### src/rtl/pbs_pkg.sv
package pbs_pkg;

    localparam int NUM_MSG  = 8;
    localparam int MSG_LEN  = 512;
    localparam int SAMP_W   = 16;
    localparam int PERIOD_W = 24;
    localparam int MSG_W    = $clog2(NUM_MSG);
    localparam int IDX_W    = $clog2(MSG_LEN);
    localparam int TAG_W    = SAMP_W - MSG_W - IDX_W;

    // Request from the timing side to the sample table
    typedef struct packed {
        logic             fire;
        logic [MSG_W-1:0] msg;
        logic [IDX_W-1:0] idx;
    } play_req_t;

    // Raise short periods to the frame length
    function automatic logic [PERIOD_W-1:0] clamp_period(input logic [PERIOD_W-1:0] p);
        if (p < PERIOD_W'(MSG_LEN))
            return PERIOD_W'(MSG_LEN);
        return p;
    endfunction

    // Constant frame contents: frame number, fixed tag, sample index
    function automatic logic [SAMP_W-1:0] msg_word(input logic [MSG_W-1:0] m,
                                                   input logic [IDX_W-1:0] k);
        logic [SAMP_W-1:0] w;
        w = SAMP_W'(k);
        w = w | (SAMP_W'(TAG_W'(5)) << IDX_W);
        w = w | (SAMP_W'(m) << (SAMP_W - MSG_W));
        return w;
    endfunction

endpackage

### src/rtl/pbs_period_timer.sv
module pbs_period_timer
    import pbs_pkg::*;
(
    input  logic                clk_i,
    input  logic                rst_i,
    input  logic                tick_i,
    input  logic [PERIOD_W-1:0] period_i,
    output logic [PERIOD_W-1:0] pos_o,
    output logic [PERIOD_W-1:0] act_period_o,
    output logic                wrap_o
);

    logic [PERIOD_W-1:0] pos_q;
    logic [PERIOD_W-1:0] act_q;
    logic                last_pos;

    assign last_pos = (pos_q == act_q - PERIOD_W'(1));
    assign wrap_o   = tick_i && last_pos;

    always_ff @(posedge clk_i) begin
        if (rst_i) begin
            pos_q <= '0;
            act_q <= clamp_period(period_i);
        end else if (wrap_o) begin
            pos_q <= '0;
            act_q <= clamp_period(period_i);
        end else if (tick_i) begin
            pos_q <= pos_q + PERIOD_W'(1);
        end
    end

    assign pos_o        = pos_q;
    assign act_period_o = act_q;

endmodule

### src/rtl/pbs_msg_select.sv
module pbs_msg_select
    import pbs_pkg::*;
(
    input  logic             clk_i,
    input  logic             rst_i,
    input  logic             adv_i,
    output logic [MSG_W-1:0] msg_o
);

    localparam logic [MSG_W-1:0] LAST = MSG_W'(NUM_MSG - 1);

    logic [MSG_W-1:0] msg_q;

    always_ff @(posedge clk_i) begin
        if (rst_i)
            msg_q <= '0;
        else if (adv_i)
            msg_q <= (msg_q == LAST) ? '0 : msg_q + MSG_W'(1);
    end

    assign msg_o = msg_q;

endmodule

### src/rtl/pbs_sample_rom.sv
module pbs_sample_rom
    import pbs_pkg::*;
(
    input  logic              clk_i,
    input  logic              rst_i,
    input  play_req_t         req_i,
    output logic              valid_o,
    output logic [SAMP_W-1:0] data_o
);

    logic              valid_q;
    logic [SAMP_W-1:0] data_q;

    always_ff @(posedge clk_i) begin
        if (rst_i) begin
            valid_q <= 1'b0;
            data_q  <= '0;
        end else begin
            valid_q <= req_i.fire;
            data_q  <= req_i.fire ? msg_word(req_i.msg, req_i.idx) : '0;
        end
    end

    assign valid_o = valid_q;
    assign data_o  = data_q;

endmodule

### src/rtl/pbs_playback_seq.sv
module pbs_playback_seq
    import pbs_pkg::*;
(
    input  logic                clk_i,
    input  logic                rst_i,
    input  logic                tick_i,
    input  logic [PERIOD_W-1:0] period_i,
    output logic                smp_valid_o,
    output logic [SAMP_W-1:0]   smp_data_o
);

    logic [PERIOD_W-1:0] pos;
    logic [PERIOD_W-1:0] act_period;
    logic                wrap_evt;
    logic [MSG_W-1:0]    msg_sel;
    play_req_t           req;

    pbs_period_timer u_timer (
        .clk_i        (clk_i),
        .rst_i        (rst_i),
        .tick_i       (tick_i),
        .period_i     (period_i),
        .pos_o        (pos),
        .act_period_o (act_period),
        .wrap_o       (wrap_evt)
    );

    pbs_msg_select u_sel (
        .clk_i (clk_i),
        .rst_i (rst_i),
        .adv_i (wrap_evt),
        .msg_o (msg_sel)
    );

    always_comb begin
        req.fire = tick_i && (pos < PERIOD_W'(MSG_LEN));
        req.msg  = msg_sel;
        req.idx  = pos[IDX_W-1:0];
    end

    pbs_sample_rom u_rom (
        .clk_i   (clk_i),
        .rst_i   (rst_i),
        .req_i   (req),
        .valid_o (smp_valid_o),
        .data_o  (smp_data_o)
    );

endmodule

### config.mk
export PLATFORM = sky130hd
export DESIGN_NAME = pbs_playback_seq
export DESIGN_NICKNAME = d
export VERILOG_FILES = /design/src/rtl/pbs_pkg.sv /design/src/rtl/pbs_period_timer.sv /design/src/rtl/pbs_msg_select.sv /design/src/rtl/pbs_sample_rom.sv /design/src/rtl/pbs_playback_seq.sv
export SDC_FILE = /design/constraint.sdc
export NUM_CORES = 1
export LEC_CHECK = 0
export BUFFER_PORTS_ARGS = -buffer_cell sky130_fd_sc_hd__buf_2
export CORE_MARGIN = 4
export CORE_UTILIZATION = 55
export DETAILED_ROUTE_END_ITERATION = 7
export GPL_ROUTABILITY_DRIVEN = 0
export PLACE_DENSITY_LB_ADDON = 0.25
export SETUP_SLACK_MARGIN = 0.3
export SYNTH_ARGS = -nofsm -noshare
export SYNTH_HDL_FRONTEND = slang
export SYNTH_SLANG_ARGS = --single-unit
export TNS_END_PERCENT = 1
### constraint.sdc
create_clock -name clk_i -period 4 [get_ports clk_i]
set_input_delay 0.2 -clock clk_i [delete_from_list [all_inputs] [get_ports clk_i]]
set_output_delay 0.2 -clock clk_i [all_outputs]
set_load 0.01 [all_outputs]
==> impl_metrics.json <==
{
  "status": "complete, no violations",
  "stdcell_count": 484,
  "die_x_um": 88.7,
  "drt-initial-drc-count": 122,
  "grt_max_degree": 36,
  "p_leak_nw": 1.45,
  "synth-simple-area-share_pct": 28.1,
  "tightest_slew_ns": 0.695,
  "clock.fmax_mhz": 279,
  "wl_per_cell_um": 14.8,
  "postCtsSetupRepairBufs": 0,
  "die-area_um2": 7860,
  "io_pins": 44,
  "hold_viol": 0,
  "fin_crit_sh_pct": 89.6,
  "vdd_drop_max_v": 0.000240,
  "drive_gt1_share_pct": 22.6,
  "rsz0062_at_grt": "false",
  "h-tree-depth": 3,
  "synth_top_family_by_area": "simple AND/OR/NAND/NOR gates",
  "dieHeight_um": 88.7,
  "viasPerCell": 5.71,
  "rr_worst_depth": 7,
  "synth-edff-count": 24,
  "clock_sinks": 65,
  "worst_clock_skew_ns": 0.00611,
  "ctsRootBufferMaster": "clkbuf_8",
  "synthMuxAreaShare_pct": 1.71,
  "fill_cells": 539,
  "async_reset_ff_share_pct": 0,
  "clk_path_buf_depth": 2,
  "synth_compound_area_share_pct": 8.25,
  "seq_area_frac_synth_pct": 43.1,
  "cts_made_buffers": 9,
  "maxCapViolations": 0,
  "grt_pass1_wl_mm": 11.7,
  "synth_area_um2": 3580,
  "slew_headroom_pct": 53.2,
  "setup_viol": 0,
  "end_kind": "flip-flop",
  "dp_hpwl_mm": 5.39,
  "wl_mm": 7.15,
  "grt_pass1_vias": 2505,
  "crit_type": "flip-flop to flip-flop",
  "syn_area_per_cell_um2": 9.52,
  "synthTopCellsByCount": "dfxtp_1 (41), xor2_1 (29), clkbuf_1 (24), edfxtp_1 (24), nor2_1 (23)",
  "grt.total_usage_pct": 19.6,
  "cts_tree": "yes",
  "hold_slack_ns": 0.0417,
  "synthAdderAreaFrac_pct": 1.40,
  "nets": 433,
  "synth_seq_cells": 65,
  "critPathRequiredTime_ns": 4.04,
  "path_clk_slew_ns": 0.07,
  "drc": 0,
  "power_mw": 1.40,
  "start_kind": "flip-flop",
  "yosys_warnings": 0,
  "dp.cells": 468,
  "multi_input_area_um2": 1850,
  "rr_startpoint": "u_timer.act_period_o[6]$_SDFFCE_PN0P_",
  "rows": 29,
  "overflow": 0,
  "port-buffer-count": 41,
  "powerDensity_nw_per_um2": 354,
  "seq_area_um2": 1540,
  "postCtsHoldBufs": 0,
  "hold_end": "u_timer.act_period_o[14]$_SDFFCE_PN0P_",
  "grt_antenna_before_repair": 0,
  "yosys_most_used_dff": "dfxtp_1",
  "timing.rr.end": "u_timer.act_period_o[10]$_SDFFCE_PN0P_",
  "cp.arrival_ns": 3.63,
  "hold_start": "period_i[14]",
  "yosysTopAreaCell": "dfxtp_1",
  "fin_crit_ns": 3.59,
  "syn-instance-count": 376,
  "fin_tns_setup_ns": 0,
  "insertion_delay_ns": 0.35,
  "yosys.area.top_type_share_pct": 22.9,
  "final_area_um2": 3970,
  "diodes": 0,
  "vias": 2764,
  "synth_most_common_cell": "dfxtp_1",
  "timing.hold.worst.class": "input pin to flip-flop",
  "place_area_um2": 3770,
  "core_um2": 6350,
  "ctsResizeCount": 0,
  "drt_first_pass_iters": 4,
  "report.final.slew_viol_count": 0,
  "synth.distinct_cells": 53,
  "syn2layout_area_growth_pct": 10.8,
  "synth-xor-area-share_pct": 12.0,
  "critPathMaxFanout": 35,
  "yosys-top-cells-area": "dfxtp_1 (23%), edfxtp_1 (20%), xor2_1 (7.1%)",
  "antenna_left": 0,
  "whs_path_depth": 1,
  "start_util_pct": 56.4,
  "rrSetupSlack_ns": 0.41
}
## layout by cell type (no fill, tap or decap), types with 6 or more instances in the layout
master	n
inv_1	7
and2_1	22
nor2_1	23
xnor2_1	20
o211ai_1	6
nor3_1	9
dfxtp_1	41
nand3_1	13
xor2_1	29
nor2_2	19
o21ai_0	6
buf_2	41
nand2_1	21
edfxtp_1	24
nand4_1	17
clkbuf_8	10
nor4_1	16
## flip-flops by register name, summed over array words and instances (netlist names)
name	cells
u_sel.msg_o	3
u_rom.data_o	13
u_timer.pos_o	24
u_rom.valid_o	1
u_timer.act_period_o	24
## power breakdown
group	leakage, nW	switching (mW)	internal [mW]
Clock	0.0978	0.256	0.278
Sequential	0.566	0.0323	0.712
Combinational	0.781	0.0681	0.0566
## critical path, stage by stage, from the launching register on
cell and delay (ns):
edfxtp_1 0.52, or4_4 0.62, or4_4 0.58, nor4_4 0.24, o22ai_1 0.13, a2111o_1 0.45, o41ai_4 0.44, buf_12 0.26
## area by class of cell
| class | instances | share of cell area, % |
|---|---|---|
| clock buffers | 12 | 4.20 |
| clock inverters | 4 | 0.600 |
| inverters | 7 | 0.663 |
| multi-input cells | 272 | 46.6 |
| flip-flops and latches | 65 | 38.9 |
| well taps | 77 | 2.43 |
| repair buffers | 47 | 6.63 |
## metrics by stage
stage / setup slack, ns / utilization [%]
2_1_floorplan: 0.437 / -
3_3_place_gp: 0.530 / 59.4
3_5_place_dp: 0.466 / 59.4
4_1_cts: 0.436 / 62.4
5_1_grt: 0.354 / 62.4
6_report: 0.415 / 62.4
## how the worst max path moves through the flow
stage	startpoint	end	slack, ns
2_1_floorplan	u_timer.act_period_o[6]$_SDFFCE_PN0P_	u_timer.act_period_o[0]$_SDFFCE_PN0P_	0.44
3_5_place_dp	u_timer.act_period_o[6]$_SDFFCE_PN0P_	u_timer.act_period_o[17]$_SDFFCE_PN0P_	0.47
6_report	u_timer.act_period_o[6]$_SDFFCE_PN0P_	u_timer.act_period_o[10]$_SDFFCE_PN0P_	0.41
3_3_place_gp	u_timer.act_period_o[6]$_SDFFCE_PN0P_	u_timer.act_period_o[14]$_SDFFCE_PN0P_	0.53
4_1_cts	u_timer.act_period_o[6]$_SDFFCE_PN0P_	u_timer.act_period_o[17]$_SDFFCE_PN0P_	0.44
5_1_grt	u_timer.act_period_o[6]$_SDFFCE_PN0P_	u_timer.act_period_o[10]$_SDFFCE_PN0P_	0.35
## logic make-up after synthesis
kind of cell,count (synthesis)
muxes,6
buffers and inverters,40
adders and majority gates,4
DFF,65
xor gates and xnor gates,49
AOI/OAI and AO/OA,38
other,1
and+or+nand+nor,173
## layer usage
layer	vias up	routed length (um)	global-route usage (%)	share of wire, %
li1	1383	-	-	-
met1	1271	3110	24.4	43
met2	94	3360	32.2	47
met3	16	524	4.38	7.3
met4	0	163	8.93	2.3
met5	-	0	0	0
(Power assumes the default switching activity.)
